File: src/rtl/sg_pkg.sv
package sg_pkg;
  localparam int MEM_AW    = 20;
  localparam int UNI_LOG2  = 16;
  localparam int NUM_UNI   = 15;
  localparam int NUM_BOOT  = 4;
  localparam int NSEC      = NUM_UNI + NUM_BOOT;
  localparam int IDX_W     = $clog2(NSEC);
  localparam int BLK_W     = MEM_AW - UNI_LOG2;
  localparam int LOCK_BIT  = 7;
  localparam int GBL_LO    = 2;
  localparam int GBL_HI    = 5;
  localparam int E4K_LOG2  = 12;
  localparam int E32K_LOG2 = 15;
  localparam int E64K_LOG2 = 16;
  localparam logic [UNI_LOG2-1:0] BOOT_A_END = 16'h4000;
  localparam logic [UNI_LOG2-1:0] BOOT_B_END = 16'h6000;
  localparam logic [UNI_LOG2-1:0] BOOT_C_END = 16'h8000;

  typedef enum logic [2:0] {
    K_PROG  = 3'd0,
    K_ER4K  = 3'd1,
    K_ER32K = 3'd2,
    K_ER64K = 3'd3,
    K_CHIP  = 3'd4
  } op_kind_e;
endpackage

File: src/rtl/sg_sector_map.sv
module sg_sector_map
  import sg_pkg::*;
(
  input  logic [MEM_AW-1:0] addr,
  output logic [IDX_W-1:0]  idx
);
  localparam logic [BLK_W-1:0] UNI_LIM = BLK_W'(NUM_UNI);

  logic [BLK_W-1:0]    blk;
  logic [UNI_LOG2-1:0] off;

  assign blk = addr[MEM_AW-1:UNI_LOG2];
  assign off = addr[UNI_LOG2-1:0];

  always_comb begin
    if (blk < UNI_LIM)          idx = IDX_W'(blk);
    else if (off < BOOT_A_END)  idx = IDX_W'(NUM_UNI);
    else if (off < BOOT_B_END)  idx = IDX_W'(NUM_UNI + 1);
    else if (off < BOOT_C_END)  idx = IDX_W'(NUM_UNI + 2);
    else                        idx = IDX_W'(NUM_UNI + 3);
  end
endmodule

File: src/rtl/sg_prot_bits.sv
module sg_prot_bits
  import sg_pkg::*;
(
  input  logic             clk,
  input  logic             rst_n,
  input  logic             wel,
  input  logic             wp_n,
  input  logic             op_set,
  input  logic             op_clr,
  input  logic             addr_full,
  input  logic [IDX_W-1:0] op_idx,
  input  logic             sr_wr,
  input  logic [7:0]       sr_data,
  output logic [NSEC-1:0]  bits_q,
  output logic             lock_q
);
  logic sect_ok;
  assign sect_ok = wel && addr_full && !lock_q;

  always_ff @(posedge clk or negedge rst_n) begin
    if (!rst_n) begin
      bits_q <= '1;
      lock_q <= 1'b0;
    end else if (sr_wr && wel) begin
      if (!lock_q) begin
        lock_q <= sr_data[LOCK_BIT];
        if (sr_data == 8'h00)                bits_q <= '0;
        else if (&sr_data[GBL_HI:GBL_LO])    bits_q <= '1;
      end else if (wp_n) begin
        lock_q <= sr_data[LOCK_BIT];
      end
    end else if (sect_ok && op_set) begin
      bits_q[op_idx] <= 1'b1;
    end else if (sect_ok && op_clr) begin
      bits_q[op_idx] <= 1'b0;
    end
  end

  assert_lock_freeze_R5: assert property (@(posedge clk) disable iff (!rst_n)
    lock_q |=> $stable(bits_q));

  assert_wp_hold_R6: assert property (@(posedge clk) disable iff (!rst_n)
    (lock_q && !wp_n) |=> lock_q);

  assert_need_wel_R2: assert property (@(posedge clk) disable iff (!rst_n)
    !wel |=> ($stable(bits_q) && $stable(lock_q)));

  assert_discard_short_R2: assert property (@(posedge clk) disable iff (!rst_n)
    ((op_set || op_clr) && !addr_full && !sr_wr) |=> $stable(bits_q));
endmodule

File: src/rtl/sg_summary.sv
module sg_summary
  import sg_pkg::*;
(
  input  logic [NSEC-1:0] bits,
  output logic [1:0]      swp
);
  logic any_on, all_on;
  assign any_on = |bits;
  assign all_on = &bits;

  always_comb begin
    if (all_on)      swp = 2'b11;
    else if (any_on) swp = 2'b01;
    else             swp = 2'b00;
  end
endmodule

File: src/rtl/sg_sector_guard.sv
module sg_sector_guard
  import sg_pkg::*;
#(
  parameter int ADDR_W = 24
) (
  input  logic              clk,
  input  logic              rst_n,
  input  logic              wel,
  input  logic              wp_n,
  input  logic              cmd_prot,
  input  logic              cmd_unprot,
  input  logic              cmd_addr_full,
  input  logic [ADDR_W-1:0] cmd_addr,
  input  logic              sr_wr,
  input  logic [7:0]        sr_data,
  output logic              wel_clr,
  output logic              lock,
  output logic [1:0]        swp,
  input  logic [2:0]        chk_kind,
  input  logic [ADDR_W-1:0] chk_addr,
  output logic              chk_prot,
  input  logic [ADDR_W-1:0] rb_addr,
  output logic              rb_prot
);
  logic [NSEC-1:0]   bits;
  logic [IDX_W-1:0]  cmd_idx, rb_idx, lo_idx, hi_idx;
  logic [MEM_AW-1:0] span, base_a, last_a;
  logic [NSEC-1:0]   in_span;
  op_kind_e          kind;
  logic              unused_hi;

  assign unused_hi = ^{cmd_addr[ADDR_W-1:MEM_AW], chk_addr[ADDR_W-1:MEM_AW],
                       rb_addr[ADDR_W-1:MEM_AW]};

  sg_sector_map u_map_cmd (.addr(cmd_addr[MEM_AW-1:0]), .idx(cmd_idx));
  sg_sector_map u_map_rb  (.addr(rb_addr[MEM_AW-1:0]),  .idx(rb_idx));
  sg_sector_map u_map_lo  (.addr(base_a),               .idx(lo_idx));
  sg_sector_map u_map_hi  (.addr(last_a),               .idx(hi_idx));

  sg_prot_bits u_bits (
    .clk(clk), .rst_n(rst_n), .wel(wel), .wp_n(wp_n),
    .op_set(cmd_prot), .op_clr(cmd_unprot), .addr_full(cmd_addr_full),
    .op_idx(cmd_idx), .sr_wr(sr_wr), .sr_data(sr_data),
    .bits_q(bits), .lock_q(lock)
  );

  sg_summary u_sum (.bits(bits), .swp(swp));

  assign wel_clr = wel && (sr_wr || ((cmd_prot || cmd_unprot) && cmd_addr_full));
  assign rb_prot = bits[rb_idx];

  assign kind = op_kind_e'(chk_kind);
  always_comb begin
    case (kind)
      K_PROG:  span = '0;
      K_ER4K:  span = MEM_AW'((1 << E4K_LOG2) - 1);
      K_ER32K: span = MEM_AW'((1 << E32K_LOG2) - 1);
      K_ER64K: span = MEM_AW'((1 << E64K_LOG2) - 1);
      default: span = '1;
    endcase
  end
  assign base_a = chk_addr[MEM_AW-1:0] & ~span;
  assign last_a = chk_addr[MEM_AW-1:0] | span;

  for (genvar i = 0; i < NSEC; i++) begin : g_span
    assign in_span[i] = (IDX_W'(i) >= lo_idx) && (IDX_W'(i) <= hi_idx);
  end

  assign chk_prot = |(bits & in_span);

  always_comb begin
    if (rst_n) assert_swp_code_R7: assert (swp != 2'b10);
  end

  assert_span_order_R9: assert property (@(posedge clk) disable iff (!rst_n)
    lo_idx <= hi_idx);
endmodule

File: config.mk
export PLATFORM = sky130hd
export DESIGN_NAME = sg_sector_guard
export DESIGN_NICKNAME = d
export VERILOG_FILES = /design/src/rtl/sg_pkg.sv /design/src/rtl/sg_sector_map.sv /design/src/rtl/sg_prot_bits.sv /design/src/rtl/sg_summary.sv /design/src/rtl/sg_sector_guard.sv
export SDC_FILE = /design/constraint.sdc
export NUM_CORES = 1
export LEC_CHECK = 0
export ABC_AREA = 1
export BUFFER_PORTS_ARGS = -buffer_cell sky130_fd_sc_hd__buf_4
export CAP_MARGIN = 25
export CELL_PAD_IN_SITES_DETAIL_PLACEMENT = 1
export CELL_PAD_IN_SITES_GLOBAL_PLACEMENT = 2
export CORE_AREA = 2 2 74 146
export DETAILED_ROUTE_END_ITERATION = 12
export DIE_AREA = 0 0 76 148
export HOLD_SLACK_MARGIN = 0.02
export MAX_ROUTING_LAYER = met4
export PLACE_DENSITY_LB_ADDON = 0.05
export SYNTH_ARGS = -nofsm -noshare
export SYNTH_HDL_FRONTEND = slang
export SYNTH_SLANG_ARGS = --single-unit
File: constraint.sdc
create_clock -name clk -period 2.4 [get_ports clk]
set_input_delay 0.48 -clock clk [delete_from_list [all_inputs] [get_ports clk]]
set_output_delay 0.48 -clock clk [all_outputs]
set_load 0.005 [all_outputs]
==> flow_summary.ini <==
[layout]
area_overhead_of_the_layout_relative_to_synthesis_pct = 44.8
fraction_of_the_core_area_covered_by_cells_at_the_end_of_the_flow = 0.340
diodes = 0
layout-drive-gt1-share = 0.348
postLayoutCellArea_um2 = 3430
fin_nets = 575
instances_no_fill = 618
fill_cells = 1341

[global_route]
pin_count_of_the_biggest_net_entering_global_routing = 21
grt_antenna_before_repair = 0
vias_in_the_first_global_route = 3118
global_routing_met2_resource_utilization = 0.406
use_met1 = 0.162
global_routing_usage_summed_across_all_routing_layers = 0.191
globalRouteMet3Util = 0.0104
overflow = 0
gr-max-usage-layer = met2
global_route_wire_length_before_repair_um = 16300

[place]
finalWeightedCongestion = 0.921
place.detailed.instances = 608
pre_cts_ws_ns = -0.163
half_perimeter_wire_length_after_detailed_placement_um = 8880
post_dp_cell_area_um2 = 3030
port_buffers = 45

[synthesis]
postSynth.topFlopCell = dfstp_2
synth-seq-cells = 20
postSynth.asyncResetShare = 1.00
synth-simple-area-share = 0.492
post_synthesis_cell_type_with_the_largest_combined_area = dfstp_2
synth_top_family_by_area = simple AND/OR/NAND/NOR gates
synth_fp_nets = 498
multiplexer_area_fraction_after_synthesis = 0
post_synth_fa_ha_maj_area_fraction = 0
syn-mean-instance-area_um2 = 5.81
compound_gate_fraction_of_synth_area = 0.170
synth_sequential_area_ratio = 0.222
yosys.cell_types.count = 37
synth.top_cells.by_area = dfstp_2 21%, nand2_1 19%, o21ai_0 8.2%, inv_1 7.8%, nor2_1 7.6%
synthDominantCellAreaShare = 0.211
synth-xor-area-share = 0
yosys_warnings = 0
post_synth_instance_area_um2 = 2370
postSynthCellCount = 407
synth_enable_flop_cells = 0

[die]
design.die.area_um2 = 11200
design.core.area_um2 = 10100
initial_standard_cell_utilization_of_the_core = 0.235
die_w_um = 76
floorplan.rows = 52
io_pins = 97
dieHeight_um = 148

[detailed_routing]
vias = 2958
routed_wirelength_um = 10500
avgRoutedWirePerCell_um = 16.9
drtAntennaViolNets = 0
route.detailed.vias_per_inst = 4.79
drc_errors = 0
drt_first_pass_iters = 4
number_of_drc_violations_after_detailed_routing_iteration_0 = 60

[timing]
timing.clock.skew_ns = 0.00276
fin_crit_sh = 0.991
tightestPinTransition_ns = 0.650
peak_clock_frequency_supported_by_timing_mhz = 420
setup_repair_after_global_routing_missed_its_margin = yes
maxSlewHeadroom = 0.566
finalHoldViolCount = 0
finalSetupViolCount = 0
fin_tns_setup_ns = 0
timing.final.max_slew_violations = 0
finalCriticalPeriod_ns = 2.38
final.setup.worst_slack_ns = 0.0214

[worst_setup_path]
end_kind = primary output
critPathMaxFanout = 4
setup.worst_path.class = in -> out
crit_path_cell_trace = buf_8 -> clkinvlp_4 -> nand2_8 -> nand2_4 -> nor2_4 -> nand2_2 -> nand2_1 -> nand2_1 -> nor2_1 -> nor2_1 -> nor2_1 -> nand2_1 -> nor2_2 -> nand3_2 -> buf_6
path_buf_inv = 3
worst-r2r-setup-slack_ns = 0.77
critical_path.reg2reg.startpoint = u_bits.lock_q
timing.critical_path.from_type = input pin
cp_slowest_cell = nor2_4
crit_path_max_incr_delay_ns = 0.17
worst-endpoint-required_ns = 1.92
cp.depth = 15
r2r.worst_path.cells = 5
crit_arrival_ns = 1.90
crit_family = simple AND/OR/NAND/NOR gates

[power]
cellLeakagePower_nw = 1.52
p_sw_mw = 0.729
share_clk_of_total_power = 0.195
power.share.switching = 0.411
ir_worst_vdd_v = 0.000264
power_per_cell_area_nw_per_um2 = 518
power.sequential.fraction = 0.361
power_report.internal_total_mw = 1.05
power.combinational.fraction = 0.444

[clock_tree]
insertion_delay_ns = 0.25
path_clk_slew_ns = 0.05
cts_buffers = 3
tritoncts = yes
clock_sinks = 20
cts_max_level = 1
cts.path.max_buffers = 2
ctsRootBufferMaster = clkbuf_16

[hold_path]
hold_removal_path_class = in -> async

[run_status]
outcome = complete, no violations

[run]
drv_cap = 0
[timing repair]
action / 4_1_cts / 5_1_grt
setup endpoints to repair: 2 / 3
cloned: 0 / 2
resized for setup: 30 / 39
hold endpoints to repair: 0 / 0
buffers inserted: 1 / 3
pin swaps: 14 / 25
hold buffers: 0 / 0
[synthesized netlist by cell type (2+ instances only)]
cell	instances
nand2_2	6
o21ai_1	3
nand2_1	117
nor2_1	48
nand3_2	4
nor3_1	6
nand2_4	3
nand3b_1	2
o21ai_0	39
nor4_1	4
inv_2	2
nor2_4	4
clkbuf_1	2
a21oi_1	26
nand4_1	12
inv_1	49
nor2_2	5
buf_4	3
dfstp_2	19
nand3_1	35
a21boi_0	2
[metrics by stage]
stage	power [mW]	hold slack (ns)
after floorplan	1.01	0.184
after global placement	1.35	0.381
after detailed placement	1.37	0.386
after CTS	1.77	0.111
after global routing	1.91	0.119
final	1.77	0.111
[per-layer routing]
| layer | vias to the layer above | wire (um) |
|---|---|---|
| met2 | 60 | 6550 |
| met3 | 20 | 227 |
| met1 | 1397 | 3200 |
| li1 | 1481 | - |
| met4 | 0 | 487 |
| met5 | - | 0 |
[worst max-delay path by stage]
stage               slack (ns)        to          from
CTS                      -0.02  chk_prot   chk_kind[2]
floorplan                 0.31  chk_prot   chk_kind[2]
global placement         -0.18  chk_prot   chk_kind[2]
finish                    0.02  chk_prot  chk_addr[18]
detailed placement       -0.16  chk_prot   chk_kind[2]
global route             -0.05  chk_prot   chk_kind[1]
[cell families (layout without fill, tap and decap cells)]
| logic type | Yosys count | count (layout) |
|---|---|---|
| AND/OR/NAND/NOR | 249 | 249 |
| AO/OA/AOI/OAI | 76 | 76 |
| buffers and inverters | 62 | 138 |
| flip-flops | 20 | 20 |
[area by class of cell]
cell class,instances,area (um2),area share
Inverter,53,216,0.0632
Clock buffer,4,78.8,0.0230
Timing Repair Buffer,80,668,0.195
Multi-Input combinational cell,325,1760,0.514
Tap cell,135,169,0.0493
Timing Repair inverter,1,8.76,0.00256
Sequential cell,20,524,0.153
[worst reg2reg max path: stages, from the launching register on]
cell and delay, ns:
dfrtp_1 0.40, nor4_1 0.38, inv_1 0.33, o21ai_0 0.27
nand2_1 0.07, o21ai_0 0.08
[power groups by stage]
stage / clock network [mW] / logic (mW) / registers (mW)
2_1_floorplan: 0 / 0.432 / 0.580
3_5_place_dp: 0 / 0.722 / 0.646
5_1_grt: 0.376 / 0.880 / 0.655
4_1_cts: 0.364 / 0.762 / 0.644
3_3_place_gp: 0 / 0.710 / 0.642
6_report: 0.346 / 0.788 / 0.641
[layout by cell type, fill, tap and decap left out, types with 5 or more instances in the layout]
master,n
nand2_1,103
buf_4,71
inv_1,47
nor2_1,37
o21ai_0,37
nand3_1,32
a21oi_1,24
dfstp_2,19
nand4_1,12
nand2_2,12
nor2_2,11
nand2_4,10
nor2_4,9
buf_6,6
o21ai_1,5
Power figures use the tool's default switching activity.
